## src/rtl/mdio_pkg.sv

```systemverilog
`timescale 1ns/1ps
// Package: shared frame constants and register select codes for the
// management master. Assumes clause 22 framing (32-bit command word).
package mdio_pkg;
    localparam int CMD_W     = 32;
    localparam int CMD_IW    = $clog2(CMD_W);
    localparam int DATA_W    = 16;
    localparam int PRE_LEN   = 32;
    localparam int FRAME_LEN = PRE_LEN + CMD_W;
    localparam int BIT_W     = $clog2(FRAME_LEN);
    localparam int TA_IDX    = PRE_LEN + 14;  // first turnaround bit
    localparam int RXD_IDX   = PRE_LEN + 16;  // first data bit
    localparam int OP_HI     = 29;
    localparam int OP_LO     = 28;
    localparam int SPD_LSB   = 1;
    localparam int HOLD_LSB  = 8;
    localparam int EVT_DONE  = 0;
    localparam int EVT_BUSY  = 1;
    localparam logic [1:0] OP_READ = 2'b10;

    typedef enum logic [1:0] {
        SEL_DATA  = 2'd0,
        SEL_SPEED = 2'd1,
        SEL_EVENT = 2'd2,
        SEL_NONE  = 2'd3
    } reg_sel_e;
endpackage

```

## src/rtl/mdio_regs.sv

```systemverilog
`timescale 1ns/1ps
// Module: register file of the management master. It holds the
// command/data word, the timing fields, the sticky completion flag and the
// busy flag. It issues a one-cycle start when a command is accepted.
// Assumes frame_done is a one-cycle pulse on the last clock of a frame.
module mdio_regs
    import mdio_pkg::*;
#(
    parameter int SPEED_W = 6,
    parameter int HOLD_W  = 3
) (
    input  logic               clk,
    input  logic               rst_n,
    input  logic               reg_we,
    input  logic [1:0]         reg_addr,
    input  logic [CMD_W-1:0]   reg_wdata,
    output logic [CMD_W-1:0]   reg_rdata,
    input  logic               frame_done,
    input  logic [DATA_W-1:0]  rx_data,
    output logic               start,
    output logic               busy,
    output logic               is_read,
    output logic [CMD_W-1:0]   cmd,
    output logic [SPEED_W-1:0] speed,
    output logic [HOLD_W-1:0]  hold
);
    logic [CMD_W-1:0]   data_q;
    logic [SPEED_W-1:0] speed_q;
    logic [HOLD_W-1:0]  hold_q;
    logic               done_q;
    logic               busy_q;
    logic               wr_data, wr_speed, wr_event;
    logic [CMD_W-1:0]   speed_word;

    // Decode the write strobe per register.
    always_comb begin
        wr_data  = reg_we && (reg_addr == SEL_DATA);
        wr_speed = reg_we && (reg_addr == SEL_SPEED);
        wr_event = reg_we && (reg_addr == SEL_EVENT);
    end

    assign start   = wr_data && !busy_q;
    assign busy    = busy_q;
    assign cmd     = data_q;
    assign speed   = speed_q;
    assign hold    = hold_q;
    assign is_read = (data_q[OP_HI:OP_LO] == OP_READ);

    // Command word: loaded on an accepted write, read data merged at the end.
    always_ff @(posedge clk) begin
        if (!rst_n) begin
            data_q <= '0;
        end else if (start) begin
            data_q <= reg_wdata;
        end else if (frame_done && is_read) begin
            data_q <= {data_q[CMD_W-1:DATA_W], rx_data};
        end
    end

    // Timing fields: only the divider and hold bits are stored.
    always_ff @(posedge clk) begin
        if (!rst_n) begin
            speed_q <= '0;
            hold_q  <= '0;
        end else if (wr_speed) begin
            speed_q <= reg_wdata[SPD_LSB +: SPEED_W];
            hold_q  <= reg_wdata[HOLD_LSB +: HOLD_W];
        end
    end

    // Completion flag: set by the frame end, cleared by a write of one.
    always_ff @(posedge clk) begin
        if (!rst_n) begin
            done_q <= 1'b0;
        end else if (frame_done) begin
            done_q <= 1'b1;
        end else if (wr_event && reg_wdata[EVT_DONE]) begin
            done_q <= 1'b0;
        end
    end

    // Busy flag: spans from accepted command to frame end.
    always_ff @(posedge clk) begin
        if (!rst_n) begin
            busy_q <= 1'b0;
        end else if (start) begin
            busy_q <= 1'b1;
        end else if (frame_done) begin
            busy_q <= 1'b0;
        end
    end

    // Place the timing fields at their bit positions for read-back.
    always_comb begin
        speed_word = '0;
        speed_word[SPD_LSB +: SPEED_W] = speed_q;
        speed_word[HOLD_LSB +: HOLD_W] = hold_q;
    end

    // Combinational read mux.
    always_comb begin
        reg_rdata = '0;
        case (reg_addr)
            SEL_DATA:  reg_rdata = data_q;
            SEL_SPEED: reg_rdata = speed_word;
            SEL_EVENT: begin
                reg_rdata[EVT_DONE] = done_q;
                reg_rdata[EVT_BUSY] = busy_q;
            end
            default:   reg_rdata = '0;
        endcase
    end

    // A command written mid-frame must not disturb the stored word.
    assert_cmd_ignored_R8: assert property (@(posedge clk) disable iff (!rst_n)
        (busy_q && wr_data && !frame_done) |=> $stable(data_q));

    // Writing zero to the flag keeps it set.
    assert_flag_sticky_R7: assert property (@(posedge clk) disable iff (!rst_n)
        (done_q && !(wr_event && reg_wdata[EVT_DONE])) |=> done_q);

    // The frame end raises the flag and drops busy together.
    assert_flag_on_end_R7: assert property (@(posedge clk) disable iff (!rst_n)
        frame_done |=> (done_q && !busy_q));
endmodule

```

## src/rtl/mdio_clkgen.sv

```systemverilog
`timescale 1ns/1ps
// Module: MDC generator. It latches the divider and hold values at frame
// start and runs a per-bit phase counter. MDC is low for the first S
// clocks of a bit and high for the next S. It emits strobes for the MDIO
// update (H clocks after the fall), the sample (first high clock) and the
// end of the bit. Assumes S >= 2 after clamping, with H clamped to S-2.
module mdio_clkgen #(
    parameter int SPEED_W = 6,
    parameter int HOLD_W  = 3
) (
    input  logic               clk,
    input  logic               rst_n,
    input  logic               start,
    input  logic               run,
    input  logic [SPEED_W-1:0] speed,
    input  logic [HOLD_W-1:0]  hold,
    output logic               mdc,
    output logic               drive_stb,
    output logic               sample_stb,
    output logic               bit_end
);
    localparam int CW = SPEED_W + 1;

    logic [CW-1:0] se_q, hc_q, cnt_q;
    logic [CW-1:0] se_new, hc_lim, hc_new, top;

    // Clamp the programmed values into a usable phase plan.
    always_comb begin
        se_new = (speed < SPEED_W'(2)) ? CW'(2) : CW'(speed);
        hc_lim = se_new - CW'(2);
        hc_new = (CW'(hold) > hc_lim) ? hc_lim : CW'(hold);
    end

    assign top = (se_q << 1) - CW'(1);

    // Phase counter and MDC level, with timing latched per frame.
    always_ff @(posedge clk) begin
        if (!rst_n) begin
            se_q  <= CW'(2);
            hc_q  <= '0;
            cnt_q <= '0;
            mdc   <= 1'b0;
        end else if (start) begin
            se_q  <= se_new;
            hc_q  <= hc_new;
            cnt_q <= '0;
            mdc   <= 1'b0;
        end else if (run) begin
            if (cnt_q == top) begin
                cnt_q <= '0;
                mdc   <= 1'b0;
            end else begin
                cnt_q <= cnt_q + CW'(1);
                if (cnt_q == se_q - CW'(1)) begin
                    mdc <= 1'b1;
                end
            end
        end
    end

    // Strobes derived from the phase counter.
    always_comb begin
        drive_stb  = run && (cnt_q == hc_q);
        sample_stb = run && (cnt_q == se_q);
        bit_end    = run && (cnt_q == top);
    end

    // The MDIO update must land before the rising edge.
    assert_update_before_rise_R4: assert property (@(posedge clk) disable iff (!rst_n)
        run |-> (hc_q < se_q - CW'(1)));
endmodule

```

## src/rtl/mdio_shifter.sv

```systemverilog
`timescale 1ns/1ps
// Module: frame shifter. It counts the 64 frame bits, selects the outgoing
// bit (preamble one or command bit), releases MDIO from the turnaround of
// a read, and shifts in the 16 reply bits. Assumes the strobes come from
// mdio_clkgen and that cmd is stable for the whole frame.
module mdio_shifter
    import mdio_pkg::*;
(
    input  logic              clk,
    input  logic              rst_n,
    input  logic              start,
    input  logic              run,
    input  logic              is_read,
    input  logic [CMD_W-1:0]  cmd,
    input  logic              drive_stb,
    input  logic              sample_stb,
    input  logic              bit_end,
    input  logic              mdio_i,
    output logic              mdio_o,
    output logic              mdio_oe,
    output logic [DATA_W-1:0] rx_data,
    output logic              frame_done
);
    logic [BIT_W-1:0] bit_q;
    logic             tx_bit;

    // Choose the bit for the current position, MSB of the command first.
    always_comb begin
        if (bit_q < BIT_W'(PRE_LEN)) begin
            tx_bit = 1'b1;
        end else begin
            tx_bit = cmd[CMD_IW'(CMD_W-1) - bit_q[CMD_IW-1:0]];
        end
    end

    assign frame_done = bit_end && (bit_q == BIT_W'(FRAME_LEN-1));

    // Bit position counter across the frame.
    always_ff @(posedge clk) begin
        if (!rst_n) begin
            bit_q <= '0;
        end else if (start) begin
            bit_q <= '0;
        end else if (bit_end && !frame_done) begin
            bit_q <= bit_q + BIT_W'(1);
        end
    end

    // MDIO output value and enable, updated at the hold point.
    always_ff @(posedge clk) begin
        if (!rst_n) begin
            mdio_o  <= 1'b0;
            mdio_oe <= 1'b0;
        end else if (start) begin
            mdio_o  <= 1'b1;
            mdio_oe <= 1'b1;
        end else if (frame_done) begin
            mdio_oe <= 1'b0;
        end else if (drive_stb) begin
            mdio_o <= tx_bit;
            if (is_read && (bit_q >= BIT_W'(TA_IDX))) begin
                mdio_oe <= 1'b0;
            end
        end
    end

    // Capture the PHY reply on the first high clock of each data bit.
    always_ff @(posedge clk) begin
        if (!rst_n) begin
            rx_data <= '0;
        end else if (start) begin
            rx_data <= '0;
        end else if (sample_stb && (bit_q >= BIT_W'(RXD_IDX))) begin
            rx_data <= {rx_data[DATA_W-2:0], mdio_i};
        end
    end

    // A write frame drives MDIO from start to end.
    assert_drive_write_R6: assert property (@(posedge clk) disable iff (!rst_n)
        (run && !is_read) |-> mdio_oe);

    // A read frame has released MDIO after the first turnaround bit.
    assert_release_read_R5: assert property (@(posedge clk) disable iff (!rst_n)
        (run && is_read && (bit_q > BIT_W'(TA_IDX))) |-> !mdio_oe);
endmodule

```

## src/rtl/mdio_master.sv

```systemverilog
`timescale 1ns/1ps
// Module: clause 22 management master top. A register write launches one
// frame on MDC/MDIO. Read replies land in the data register and a sticky
// flag marks completion. Assumes the pad tristate is built outside from
// mdio_o and mdio_oe.
module mdio_master
    import mdio_pkg::*;
#(
    parameter int SPEED_W = 6,
    parameter int HOLD_W  = 3
) (
    input  logic        clk,
    input  logic        rst_n,
    input  logic        reg_we,
    input  logic [1:0]  reg_addr,
    input  logic [31:0] reg_wdata,
    output logic [31:0] reg_rdata,
    output logic        mdc,
    output logic        mdio_o,
    output logic        mdio_oe,
    input  logic        mdio_i
);
    logic               start, busy, is_read, frame_done;
    logic               drive_stb, sample_stb, bit_end;
    logic [CMD_W-1:0]   cmd;
    logic [DATA_W-1:0]  rx_data;
    logic [SPEED_W-1:0] speed;
    logic [HOLD_W-1:0]  hold;

    mdio_regs #(.SPEED_W(SPEED_W), .HOLD_W(HOLD_W)) u_regs (
        .clk        (clk),
        .rst_n      (rst_n),
        .reg_we     (reg_we),
        .reg_addr   (reg_addr),
        .reg_wdata  (reg_wdata),
        .reg_rdata  (reg_rdata),
        .frame_done (frame_done),
        .rx_data    (rx_data),
        .start      (start),
        .busy       (busy),
        .is_read    (is_read),
        .cmd        (cmd),
        .speed      (speed),
        .hold       (hold)
    );

    mdio_clkgen #(.SPEED_W(SPEED_W), .HOLD_W(HOLD_W)) u_clkgen (
        .clk        (clk),
        .rst_n      (rst_n),
        .start      (start),
        .run        (busy),
        .speed      (speed),
        .hold       (hold),
        .mdc        (mdc),
        .drive_stb  (drive_stb),
        .sample_stb (sample_stb),
        .bit_end    (bit_end)
    );

    mdio_shifter u_shifter (
        .clk        (clk),
        .rst_n      (rst_n),
        .start      (start),
        .run        (busy),
        .is_read    (is_read),
        .cmd        (cmd),
        .drive_stb  (drive_stb),
        .sample_stb (sample_stb),
        .bit_end    (bit_end),
        .mdio_i     (mdio_i),
        .mdio_o     (mdio_o),
        .mdio_oe    (mdio_oe),
        .rx_data    (rx_data),
        .frame_done (frame_done)
    );

    // Outside a frame the bus is quiet.
    assert_idle_quiet_R10: assert property (@(posedge clk) disable iff (!rst_n)
        !busy |-> (!mdc && !mdio_oe));

    // MDIO never moves while MDC is high.
    assert_steady_high_R4: assert property (@(posedge clk) disable iff (!rst_n)
        (busy && mdc && $past(mdc)) |-> $stable(mdio_o));
endmodule

```

## config.mk

```make
export PLATFORM = sky130hd
export DESIGN_NAME = mdio_master
export DESIGN_NICKNAME = d
export VERILOG_FILES = /design/src/rtl/mdio_pkg.sv /design/src/rtl/mdio_regs.sv /design/src/rtl/mdio_clkgen.sv /design/src/rtl/mdio_shifter.sv /design/src/rtl/mdio_master.sv
export SDC_FILE = /design/constraint.sdc
export NUM_CORES = 1
export LEC_CHECK = 0
export ABC_CLOCK_PERIOD_IN_PS = 8300
export BUFFER_PORTS_ARGS = -buffer_cell sky130_fd_sc_hd__buf_2
export CAP_MARGIN = 20
export CORE_UTILIZATION = 35
export CTS_BUF_LIST = sky130_fd_sc_hd__clkbuf_16
export DETAILED_ROUTE_END_ITERATION = 7
export SYNTH_ARGS = -nofsm -noshare
export SYNTH_HDL_FRONTEND = slang
export SYNTH_HIERARCHICAL = 1
export SYNTH_SLANG_ARGS = --single-unit
```

## constraint.sdc

```tcl
create_clock -name clk -period 8.3 [get_ports clk]
set_clock_uncertainty 0.05 [all_clocks]
set_input_delay 0.83 -clock clk [delete_from_list [all_inputs] [get_ports clk]]
set_output_delay 0.83 -clock clk [all_outputs]
set_load 0.03 [all_outputs]
```

==> results of run 1 <==
metal layers:
layer / GRT usage [%] / vias to the layer above / routed length, um
met3: 2.87 / 15 / 643
li1: - / 2021 / -
met5: 0 / - / 0
met1: 22.9 / 1973 / 5580
met4: 5.70 / 0 / 164
met2: 29.4 / 131 / 5860
cells in the mapped netlist, drive strengths merged, types with 4 or more instances:
cell,number,area share [%]
nor2b,26,3.4
nand3,10,1.0
a211oi,4,0.73
clkbuf,25,2.0
nand4,9,1.2
nand2b,8,1.0
nand3b,6,0.94
ha,7,1.8
o21ai,28,2.9
dfxtp,88,37
a21boi,17,2.7
nand2,94,7.4
mux2i,32,6.7
nor2,26,2.2
xnor2,21,3.8
buf,21,2.8
a21oi,59,6.2
mux4,6,2.8
xor2,12,2.2
and2,27,3.5
inv,9,0.71
flip-flops by register name, indices dropped and copies added (netlist names):
signal,cells
u_regs/hold,3
u_shifter/mdio_oe,1
u_clkgen/hc_q,7
u_shifter/rx_data,16
u_clkgen/mdc,1
u_shifter/bit_q,6
u_clkgen/cnt_q,7
u_regs/cmd,32
u_regs/done_q,1
u_regs/speed,6
u_clkgen/se_q,6
u_regs/busy,1
u_shifter/mdio_o,1
worst max-delay path, cell delays in order (launching register included):
cell      delay (ps)
dfxtp_1          470
inv_1             80
ha_1             300
o21ba_1          210
a221oi_2         300
a41oi_2          120
nor2_4           230
and2_1           170
nand4_1          180
nor2_1           340
and3b_1          630
a21oi_1          180
a21oi_1          180
cell type report:
type	instances	area share (%)
Multi-Input combinational cell	427	50.5
Sequential cell	88	32.4
Timing Repair Buffer	74	6.97
Clock buffer	9	4.14
Tap cell	176	4.05
Clock inverter	7	1.17
Inverter	10	0.782
logic make-up after synthesis:
kind of cell	synth area share (%)
xor gates and xnor gates	6.05
AOI/OAI and AO/OA	16.5
adders and majority gates	1.83
muxes	9.76
DFF	36.9
buffers and inverters	5.65
and+or+nand+nor	23.4
where the power goes:
group | internal, mW | switching (mW) | total (mW)
Clock | 0.231 | 0.164 | 0.395
Combinational | 0.0364 | 0.0509 | 0.0874
Sequential | 0.433 | 0.0126 | 0.446
Total | 0.700 | 0.228 | 0.928
metrics by stage:
step	utilization [%]	total power, mW	hold WS (ps)
floorplan	-	0.513	385
global placement	38.7	0.539	401
detailed placement	38.7	0.542	401
CTS	40.8	0.936	410
global route	40.9	0.962	434
finish	40.9	0.928	411
path summary, 6_finish.rpt:
check | startpoint | endpoint | slack [ps]
setup reg to reg | u_clkgen/se_q[0] | u_regs/cmd[2] | 4800
hold / removal | u_regs/cmd[31] | u_regs/cmd[31] | 410
setup / recovery | u_clkgen/se_q[0] | u_regs/cmd[2] | 4800
hold reg to reg | u_regs/cmd[31] | u_regs/cmd[31] | 410
==> flow_metrics.py, run 1 <==
metrics = {
    "run_status": {
        "outcome": "completed",
    },
    "grt": {
        "grt_pass1_wl_mm": 19.9,
        "grtUsageTotal_pct": 17.5,
        "grt-ovfl-total": 0,
        "grt_max_degree": 58,
        "grt_antenna_before_repair": 0,
        "grt_pass1_vias": 3907,
    },
    "finish": {
        "fillers": 1342,
        "final_cells": 791,
        "area_growth_syn_to_layout_pct": 13.8,
        "layout_commonest_cell": "nand2_1",
        "fin_nets": 655,
        "design_area_sq_mm": 0.00544,
        "register_area_sq_mm": 0.00176,
        "layout_common_cells": "nand2_1 (94), dfxtp_1 (88), buf_2 (72)",
        "drive_gt1_share_pct": 17.2,
        "multi_input_area_sq_mm": 0.00275,
        "antenna_cells": 0,
    },
    "timing": {
        "worst_slew_pin_slew_ps": 1010,
        "grt_setup_unrepaired": "no",
        "fin_ws_ps": 4800,
        "slew_headroom_pct": 32.6,
        "setup_viol": 0,
        "fin_crit_sh_pct": 42.2,
        "fin_setup_tns_ps": 0,
        "min_period_ps": 3500,
        "fmax_mhz": 286,
        "report.final.slew_viol_count": 0,
        "finalHoldViolCount": 0,
    },
    "power": {
        "ir_worst_vdd_uv": 92.1,
        "power_density_mw_per_mm2": 171,
        "leakage_nw": 2.11,
    },
    "placement": {
        "io_buffers": 72,
        "dp.cells": 774,
        "gp_congestion": 0.826,
        "place_ws_ps": 4880,
        "hpwl_mm": 8.43,
        "placed_area_sq_mm": 0.00514,
    },
    "job": {
        "cap_violations": 0,
    },
    "yosys": {
        "syn_area_sq_mm": 0.00478,
        "synth_edf_count": 0,
        "synth_nets": 616,
        "ys_types": 54,
        "synth_ff_type": "dfxtp_1",
        "synthCells": 571,
        "synthArstFlopShare_pct": 0,
        "avgSynthCellArea_sq_um": 8.37,
        "yosysSeqAreaShare_pct": 36.9,
        "ys_ff_latch": 88,
        "yosysWarnings": 6,
    },
    "detailed_routing": {
        "via_per_inst": 5.23,
        "drtIter0Drc": 262,
        "num_vias": 4140,
        "wl_mm": 12.3,
        "routedWlPerCell_um": 15.5,
        "first_pass_iters": 5,
        "antenna_left": 0,
        "drc": 0,
    },
    "critical_path": {
        "start_kind": "flop",
        "rr_worst_depth": 12,
        "required_ps": 8510,
        "crit_type": "flop to flop",
        "cp_max_fo": 16,
        "cp-end-kind": "flop",
        "crit_arrival_ps": 3710,
    },
    "clock_tree": {
        "cts_setup_buffers": 0,
        "cts_made_buffers": 9,
        "clk_latency_ps": 340,
        "cts_tree": "built",
        "htreeDepth": 3,
        "ctsResizeCount": 0,
        "cts_num_sinks": 88,
        "root_buffer": "clkbuf_16",
        "cts_hold_buf": 0,
        "clk_pin_slew_ps": 60,
        "cts.path.max_buffers": 2,
    },
    "floorplanning": {
        "die_y_um": 119,
        "num_io_pins": 73,
        "fp-row-count": 42,
        "die-area_sq_mm": 0.0141,
        "core_sq_mm": 0.0133,
        "die_x_um": 119,
        "initial_core_util_pct": 35.9,
    },
    "min_path": {
        "whs_path_depth": 2,
        "hp-class": "flop to flop",
    },
}
Note: power is estimated with default switching activity, not from simulation.
==> run 2, diff against run 1 <==
Settings changed: ABC_CLOCK_PERIOD_IN_PS 8300 to 3000.
Clock period 8.3 ns to 3 ns, I/O delays scaled along.
==> flow_metrics.py, run 2 (synthesized netlist as in run 1, its figures left out) <==
metrics = {
    "floorplanning": {
        "die_y_um": 119,
        "die-area_sq_mm": 0.0141,
        "die_x_um": 119,
        "initial_core_util_pct": 35.9,
        "fp-row-count": 42,
        "num_io_pins": 73,
        "core_sq_mm": 0.0133,
    },
    "critical_path": {
        "cp_max_fo": 6,
        "cp-end-kind": "flop",
        "critPathMaxStageDelay_ps": 550,
        "required_ps": 3170,
        "crit_type": "flop to flop",
        "worstPathCellList": "or4_1, nor2b_1, ha_1, ha_1, a31oi_1, nand3_1, a21oi_1, mux2i_1, a21oi_1",
        "crit_arrival_ps": 3090,
        "start_kind": "flop",
        "crit_slowest_cell": "or4_1",
    },
    "timing": {
        "report.final.slew_viol_count": 0,
        "slew_headroom_pct": 55.1,
        "fin_setup_tns_ps": 0,
        "setup_viol": 0,
        "finalHoldViolCount": 0,
        "min_period_ps": 2920,
        "worst_slew_pin_slew_ps": 672,
        "fmax_mhz": 342,
        "fin_crit_sh_pct": 97.3,
    },
    "detailed_routing": {
        "wl_mm": 12.3,
        "num_vias": 4128,
        "antenna_left": 0,
        "routedWlPerCell_um": 15.1,
        "drtIter0Drc": 132,
        "first_pass_iters": 4,
        "via_per_inst": 5.10,
        "drc": 0,
    },
    "clock_tree": {
        "cts_num_sinks": 88,
        "htreeDepth": 3,
        "cts_hold_buf": 0,
        "cts_made_buffers": 9,
        "clk_pin_slew_ps": 70,
        "clk_latency_ps": 340,
        "cts_tree": "built",
        "root_buffer": "clkbuf_16",
        "cts.path.max_buffers": 2,
    },
    "grt": {
        "grt_antenna_before_repair": 0,
        "grtUsageTotal_pct": 17.5,
        "grt_pass1_vias": 3871,
        "grt_max_degree": 42,
        "grt-ovfl-total": 0,
        "grt_pass1_wl_mm": 19.7,
    },
    "job": {
        "cap_violations": 0,
    },
    "power": {
        "p_seq_share_pct": 46.3,
        "power_switching_mw": 0.679,
        "switching_share_pct": 25.7,
        "combPwrFrac_pct": 9.6,
        "clkPwrFrac_pct": 44.0,
        "power_density_mw_per_mm2": 470,
        "internal_power_mw": 1.97,
        "ir_worst_vdd_uv": 279,
        "leakage_nw": 2.21,
    },
    "finish": {
        "largest_reg_flops": 32,
        "drive_gt1_share_pct": 20.3,
        "fillers": 1329,
        "area_growth_syn_to_layout_pct": 17.7,
        "antenna_cells": 0,
        "register_area_sq_mm": 0.00176,
        "multi_input_area_sq_mm": 0.00276,
        "layout_commonest_cell": "nand2_1",
        "final_cells": 810,
        "fin_nets": 674,
        "layout_common_cells": "nand2_1 (94), dfxtp_1 (88), buf_2 (72)",
    },
    "placement": {
        "io_buffers": 72,
        "gp_congestion": 0.812,
        "dp.cells": 793,
        "hpwl_mm": 8.66,
    },
    "run_status": {
        "outcome": "completed",
    },
    "min_path": {
        "hp-class": "input pin to flop",
    },
}
-- run 2: cell types whose count changed in the layout (fill, tap and decap cells not counted), sizes merged --
cell      before  now
buf           74   92
clkinv         6    2
clkbuf         9   10
inv           10   13
clkinvlp       0    1
-- run 2: routing by layer --
metal | vias up | global-route usage, % | routed length (um)
li1 | 2070 | - | -
met1 | 1952 | 22.4 | 5700
met2 | 95 | 29.5 | 5960
met3 | 11 | 2.39 | 487
met4 | 0 | 7.28 | 108
met5 | - | 0 | 0
-- run 2: per-stage QoR --
step,setup WS [ps],power [mW],instance area (sq um),hold WS [ps],utilization (%)
floorplan,70.7,1.42,4780,378,-
finish,79.8,2.64,5630,142,42.3
global route,-9.52,2.75,5630,135,42.3
CTS,143,2.67,5600,130,42.2
global placement,275,1.50,5300,400,39.8
detailed placement,149,1.50,5300,406,39.8
-- run 2: repair_timing --
| action | in CTS | in global routing |
|---|---|---|
| setup buffers | 0 | 0 |
| resized for setup | 0 | 2 |
| setup endpoints to repair | 0 | 16 |
-- run 2: layout make-up --
type	count	share of cell area, %
Clock buffer	9	4.00
Inverter	10	0.756
Tap cell	176	3.91
Multi-Input combinational cell	427	49.0
Clock inverter	7	1.49
Sequential cell	88	31.3
Timing Repair Buffer	93	9.54
-- run 2: critical path, delay by kind of cell (launching register included) --
| kind | cells | cell delay, ps |
|---|---|---|
| simple gates | 3 | 850 |
| fa+ha+maj | 2 | 630 |
| compound gates | 3 | 630 |
| flops | 1 | 380 |
| mux | 1 | 260 |
-- run 2: final timing paths --
kind,start,endpoint,slack [ps],cells past startpoint
worst max-delay path,u_regs/speed[3],u_clkgen/hc_q[2],80,9
worst min-delay path,reg_wdata[28],u_regs/cmd[28],140,3
worst max register to register,u_regs/speed[3],u_clkgen/hc_q[2],80,9
worst min register to register,u_shifter/rx_data[15],u_shifter/rx_data[15],410,2
-- run 2: power by group through the flow --
stage | sequential (mW) | clock [mW] | combinational [mW]
3_3_place_gp | 1.25 | 0 | 0.245
2_1_floorplan | 1.24 | 0 | 0.175
4_1_cts | 1.23 | 1.19 | 0.253
3_5_place_dp | 1.25 | 0 | 0.251
5_1_grt | 1.23 | 1.24 | 0.279
6_report | 1.23 | 1.16 | 0.255
